===== config.mk =====
export PLATFORM = sky130hd
export DESIGN_NAME = cfg_sel_ctrl
export DESIGN_NICKNAME = d
export VERILOG_FILES = /design/src/rtl/cfg_sel_ctrl.sv
export SDC_FILE = /design/constraint.sdc
export NUM_CORES = 1
export LEC_CHECK = 0
export BUFFER_PORTS_ARGS = -buffer_cell sky130_fd_sc_hd__buf_2
export CORE_MARGIN = 2
export CORE_UTILIZATION = 55
export CTS_CLUSTER_DIAMETER = 120
export CTS_CLUSTER_SIZE = 30
export DETAILED_ROUTE_END_ITERATION = 16
export PLACE_DENSITY = 0.78
export SLEW_MARGIN = 10
export SYNTH_ARGS = -nofsm -noshare
export SYNTH_HDL_FRONTEND = slang
export SYNTH_SLANG_ARGS = --single-unit

===== constraint.sdc =====
create_clock -name clk -period 3.45 [get_ports clk]
set_input_delay 0.1725 -clock clk [delete_from_list [all_inputs] [get_ports clk]]
set_output_delay 0.1725 -clock clk [all_outputs]
set_load 0.05 [all_outputs]

===== src/rtl/cfg_sel_ctrl.sv =====
module cfg_sel_ctrl #(
  parameter int CLK_HZ = 100_000_000
) (
  input  logic       clk,
  input  logic       por_n,
  input  logic       strap_in,
  input  logic       sel1_in,
  input  logic       sel0_in,
  input  logic       reg0_b7,
  input  logic       host_req,
  input  logic [1:0] host_idx,
  output logic       load_stb,
  output logic [1:0] load_idx,
  output logic       load_dflt,
  output logic       bus_en,
  output logic       busy,
  output logic       err
);
  localparam int HOLD_CYC = CLK_HZ / 100;
  localparam int WIN_CYC  = (CLK_HZ / 1000 < 1) ? 1 : CLK_HZ / 1000;
  localparam int HW = $clog2(HOLD_CYC + 1);
  localparam int WW = $clog2(WIN_CYC + 1);

  logic [2:0]    sy1, sy2;
  logic [1:0]    pcnt, prev, pend_idx;
  logic          init_done, mode_hw, pend;
  logic [HW-1:0] hcnt;
  logic [WW-1:0] wcnt;

  wire [1:0] pins    = sy2[1:0];
  wire [1:0] diff    = pins ^ prev;
  wire       hold_ok = (hcnt == HW'(HOLD_CYC));
  wire       prime   = !init_done && (pcnt == 2'd2);
  wire       pin_ok  = init_done && mode_hw && !reg0_b7 && hold_ok && !busy;
  wire       one_chg = pin_ok && (diff == 2'b01 || diff == 2'b10);
  wire       two_chg = pin_ok && (diff == 2'b11);
  wire       host_go = init_done && !mode_hw && !busy && (pend || host_req);
  wire       start   = prime || one_chg || host_go;

  assign bus_en = init_done && !mode_hw;

  always_ff @(posedge clk or negedge por_n)
    if (!por_n) begin
      sy1 <= '0;
      sy2 <= '0;
    end else begin
      sy1 <= {strap_in, sel1_in, sel0_in};
      sy2 <= sy1;
    end

  always_ff @(posedge clk or negedge por_n)
    if (!por_n) begin
      pcnt      <= '0;
      init_done <= 1'b0;
      mode_hw   <= 1'b0;
      prev      <= '0;
      hcnt      <= '0;
    end else begin
      if (!init_done) pcnt <= pcnt + 2'd1;
      if (prime) begin
        init_done <= 1'b1;
        mode_hw   <= sy2[2];
      end
      prev <= pins;
      if (!hold_ok) hcnt <= hcnt + HW'(1);
    end

  always_ff @(posedge clk or negedge por_n)
    if (!por_n) begin
      load_stb  <= 1'b0;
      load_idx  <= '0;
      load_dflt <= 1'b0;
      err       <= 1'b0;
    end else begin
      load_stb <= start;
      if (prime) begin
        load_idx  <= sy2[2] ? pins : 2'd0;
        load_dflt <= !sy2[2] && reg0_b7;
      end else if (one_chg) begin
        load_idx  <= pins;
        load_dflt <= 1'b0;
      end else if (host_go) begin
        load_idx  <= host_req ? host_idx : pend_idx;
        load_dflt <= 1'b0;
      end
      if (start) err <= 1'b0;
      else if (two_chg) err <= 1'b1;
    end

  always_ff @(posedge clk or negedge por_n)
    if (!por_n) begin
      busy     <= 1'b0;
      wcnt     <= '0;
      pend     <= 1'b0;
      pend_idx <= '0;
    end else begin
      if (start) begin
        busy <= 1'b1;
        wcnt <= WW'(WIN_CYC - 1);
      end else if (busy) begin
        if (wcnt == '0) busy <= 1'b0;
        else wcnt <= wcnt - WW'(1);
      end
      if (host_go) pend <= 1'b0;
      else if (busy && bus_en && host_req) begin
        pend     <= 1'b1;
        pend_idx <= host_idx;
      end
    end
endmodule


* Word-level counts from Yosys, hierarchy flattened
Cells that the tools add are included.
Operators by class: reduce and logical (&&, ||, !) cells 29, add/sub/neg operators 3, bitwise logic cells 2, equal/unequal tests 6, muxes and demuxes 18
Operators by type and width (count):
- $mux 17 | 3
- $add 20x1->20 const B | 1
- $eq 20x20->1 const B | 1
- $logic_not 17->1 | 1
- $sub 17x1->17 const B | 1
- $logic_and 1x1->1 | 13
- $mux 1 | 10
- $mux 2 | 5
- $eq 2x2->1 const B | 3
- $reduce_bool 2->1 | 3
- $logic_not 1->1 | 5
- $logic_or 1x1->1 | 4
- $reduce_and 2->1 | 2
- $reduce_bool 3->1 | 1
- $add 2x1->2 const B | 1
- $eq 2x1->1 const B | 1
- $ne 2x2->1 const B | 1
- $xor 2x2->2 | 1
- $not 1->1 | 1
Word-level totals: word-level logic and storage cells 73, bits of input ports 9, flip-flop bits (word level) 58

* Logic depth before layout (Yosys ltp)
word-level depth 9, gate-level depth with buffers 7, gate-level depth less buffers 6

* Worst setup path after synthesis
Ideal clock, no wire load.
path type register to register, start point reg busy, end point reg wcnt[5], period minus slack after synthesis 1.985 ns, buffers on the path 1, arrival time 1.866 ns, path slack 1.465 ns, cell stages (with the launch flop) 6, path through dfrtp_1 clkbuf_1 or4b_1 o31ai_1 o21ai_0 and3_1
On the way: longest elaborated chain between the ends 7, elaborated cells on any way between the ends 11, those cells by class 1 x eq/ne; 1 x mux; 9 x reduce/logical
Ends and longest elaborated chain:
- start: declaration | line 16 | output logic busy,
- start signal: assignment | line 92 | busy <= 1'b0;
- start signal: assignment | line 98 | busy <= 1'b1;
- start signal: assignment | line 101 | if (wcnt == '0) busy <= 1'b0;
- $logic_not 1->1 | line 34, 37
- $logic_and 1x1->1 | line 34 | wire pin_ok = init_done && mode_hw && !reg0_b7 && hold_ok && !busy;
- $logic_and 1x1->1 | line 35 | wire one_chg = pin_ok && (diff == 2'b01 || diff == 2'b10);
- $logic_or 1x1->1 (2 in series) | line 38 | wire start = prime || one_chg || host_go;
- $ne 2x2->1 (no line) / $reduce_bool 2->1 (equally long branches)
- $reduce_and 2->1 (no line)
- end signal: assignment | line 99 | wcnt <= WW'(WIN_CYC - 1);
- end signal: assignment | line 102 | else wcnt <= wcnt - WW'(1);
- end: declaration | line 28 | logic [WW-1:0] wcnt;
Several ways; a longest one is shown, not always the timed one. A chain may end at the register's enable or synchronous reset.

* Worst setup path in the final report
start point reg wcnt[0], end point reg wcnt[11]
On the way: longest elaborated chain between the ends 4, elaborated cells on any way between the ends 7, those cells by class 1 x add/sub; 1 x eq/ne; 3 x mux; 2 x reduce/logical
Ends and longest elaborated chain:
- $sub 17x1->17 | line 102
- $mux 17 | line 101
- $mux 17 | line 100 | end else if (busy) begin
- $mux 17 | line 97 | if (start) begin
Several ways; a longest one is shown, not always the timed one. The select of a mux whose other input is x is not followed.

==> results.py <==
metrics = {
    "route": {
        "firstDrtPassIters": 4,
        "viasPerCell": 5.88,
        "drt_iter0_markers": 84,
        "wl_per_cell_um": 15.3,
        "routed_wl_um": 5390,
        "ant_nets": 0,
        "route.detailed.drc": 0,
        "vias": 2069,
    },
    "worst_hold_path": {
        "min_path_type": "in -> reg",
        "hold_end": "pend_idx[0]$_DFFE_PN0P_",
        "min_from": "host_idx[0]",
        "min_path_cells": 2,
    },
    "grt": {
        "grt_pass1_vias": 1933,
        "grt_max_degree": 33,
        "grt_first_pass_wirelength_um": 8870,
        "antenna_found_initial": 0,
        "gr-total-overflow": 0,
        "grt_use_total_pct": 21.4,
    },
    "floorplanning": {
        "num_rows": 25,
        "core_um2": 4820,
        "fp.dieH_um": 75.3,
        "die_area_um2": 5680,
        "initial_core_util_pct": 58.1,
        "io_pins": 16,
        "dieWidth_um": 75.3,
    },
    "run_status": {
        "status": "complete, no violations",
    },
    "finish": {
        "syn2layout_area_growth_pct": 15.1,
        "layout-drive-gt1-share_pct": 16.1,
        "finalNetCount": 295,
        "antenna_cells": 0,
        "fin_util_pct": 66.9,
    },
    "synthesis": {
        "yosysSeqAreaShare_pct": 51.9,
        "synth_top_area_share_pct": 51.9,
        "synth_area_leader_cell": "dfrtp_1",
        "synth_edf_count": 0,
        "post-synth-top-count-cell": "dfrtp_1",
        "synth.cell_area_um2": 2800,
        "synth_area_leaders": "dfrtp_1, xnor2_1, nand4_1",
        "syn_nets": 269,
        "synth_async_sr_flop_share_pct": 100,
        "ys_types": 48,
        "ys.flop_type": "dfrtp_1",
        "avgSynthCellArea_um2": 11.0,
        "synth_common_cells": "dfrtp_1, nand2_1, nand4_1, xnor2_1, nand3_1",
        "synth-seq-cells": 58,
        "yosysWarnings": 0,
        "syn_inst": 254,
    },
    "power_and_ir_drop": {
        "power_uw": 1450,
        "switching_share_pct": 21.7,
        "clkPwrFrac_pct": 48.4,
        "power_frac_seq_pct": 48.0,
        "switching_power_uw": 314,
        "p_comb_share_pct": 3.6,
        "powerDensity_nw_per_um2": 450,
        "ir_drop_uv": 380,
        "p_leak_uw": 0.00134,
        "internal_power_uw": 1140,
    },
    "setup_path": {
        "rr_worst_depth": 6,
        "end_kind": "flip-flop",
        "cp.arrival_ps": 2270,
        "worstReg2RegEnd": "wcnt[11]$_DFFE_PN0P_",
        "worstSetupPathType": "reg -> reg",
        "regToRegSetupSlack_ps": 1420,
        "startpoint_type": "flip-flop",
        "cp.required_ps": 3690,
        "crit_path_max_fanout": 12,
        "reg2reg_from": "wcnt[0]$_DFFE_PN0P_",
    },
    "sta": {
        "min_period_ps": 2030,
        "hold_viol_final": 0,
        "slew_headroom_pct": 41.2,
        "setup-tns-final_ps": 0,
        "finalClockSkew_ps": 10.4,
        "fmax_mhz": 491,
        "hold-worst-slack_ps": 91.1,
        "rsz0062_at_grt": "no",
        "post-route-period-util_pct": 59.0,
        "worst-slew-pin-transition_ps": 875,
        "setup_viol": 0,
        "slew_violations": 0,
    },
    "cts": {
        "cts_root_buf": "clkbuf_8",
        "cts_buffers": 9,
        "clkSlewWorstSetupHoldPaths_ps": 70,
        "cts_sinks": 58,
        "ctsResizeCount": 0,
        "clk_latency_ps": 340,
        "ctsHoldBuffers": 4,
        "cts_max_level": 3,
        "cts_setup_buffers": 0,
        "cts_tree": "built",
        "clk_path_buf_depth": 2,
    },
    "placement": {
        "portBuffers": 15,
        "gp_congestion": 0.869,
        "hpwlAfterDp_um": 3760,
    },
    "job": {
        "drv_cap": 0,
    },
}
state kept, by name, summed over array words and instances (netlist names):
register	count
hcnt	20
wcnt	17
sy1	3
sy2	3
load_idx	2
pcnt	2
pend_idx	2
prev	2
busy	1
err	1
init_done	1
load_dflt	1
load_stb	1
mode_hw	1
pend	1
how the worst max path moves through the flow:
stage | slack (ps) | from | cells after the start | to
2_1_floorplan | 1460 | busy$_DFF_PN0_ | 5 | wcnt[5]$_DFFE_PN0P_
3_3_place_gp | 1490 | hcnt[0]$_DFFE_PN0P_ | 6 | wcnt[1]$_DFFE_PN0P_
3_5_place_dp | 1450 | hcnt[0]$_DFFE_PN0P_ | 6 | wcnt[1]$_DFFE_PN0P_
4_1_cts | 1420 | wcnt[0]$_DFFE_PN0P_ | 6 | wcnt[11]$_DFFE_PN0P_
5_1_grt | 1280 | wcnt[0]$_DFFE_PN0P_ | 6 | wcnt[12]$_DFFE_PN0P_
6_report | 1420 | wcnt[0]$_DFFE_PN0P_ | 6 | wcnt[11]$_DFFE_PN0P_
kinds of logic after synthesis:
group | share of synthesized area, %
AOI/OAI and AO/OA | 9.21
adders and majority gates | 2.68
xor gates and xnor gates | 6.57
and+or+nand+nor | 24.5
muxes | 3.04
buffers and inverters | 2.15
DFF | 51.9
cell type report:
cell class / instances / area (um2)
clock buffer: 10 / 138
inverter: 9 / 33.8
sequential: 58 / 1450
multi-input combinational: 180 / 1290
fill: 392 / 1600
timing repair buffer: 22 / 138
tap: 67 / 83.8
clock inverter: 6 / 90.1
layer usage:
| metal | vias up | global-route usage [%] | part of all wire [%] |
|---|---|---|---|
| li1 | 999 | - | - |
| met1 | 1025 | 27.8 | 45 |
| met2 | 34 | 33.4 | 49 |
| met3 | 11 | 4.76 | 3.0 |
| met4 | 0 | 12.1 | 2.4 |
| met5 | - | 0 | 0 |
through the flow:
stage | instances | worst slack, ps | instance area (um2)
finish | 352 | 1420 | 3220
floorplan | 254 | 1460 | 2800
global placement | 332 | 1490 | 2950
CTS | 352 | 1420 | 3220
detailed placement | 332 | 1450 | 2950
global route | 352 | 1280 | 3220
layout by cell type, fill, tap and decap left out, drive strengths merged, types with 7 or more instances in the layout:
cell type	synthesis	routed
nand3	14	14
xor2	7	7
o21ai	11	11
clkbuf	7	10
or4	7	7
nand4	14	14
inv	9	9
buf	0	18
and3	7	7
nor2	9	9
xnor2	14	14
dfrtp	58	58
nand2	15	15
power by group through the flow:
stage | Combinational [uW] | Clock, uW | Sequential, uW
final | 52.6 | 702 | 696
after global routing | 59.0 | 746 | 697
after CTS | 53.7 | 716 | 696
after detailed placement | 50.0 | 0 | 709
after global placement | 48.7 | 0 | 708
after floorplan | 18.9 | 0 | 714
worst max-delay path, cell delays in order (launching register included):
cell      delay [ps]
dfrtp_1          410
inv_1             80
ha_1             210
nor4b_4          150
and3_1           270
or4b_1           560
a211oi_1         250
No activity file was read; power rests on OpenSTA's default activity.
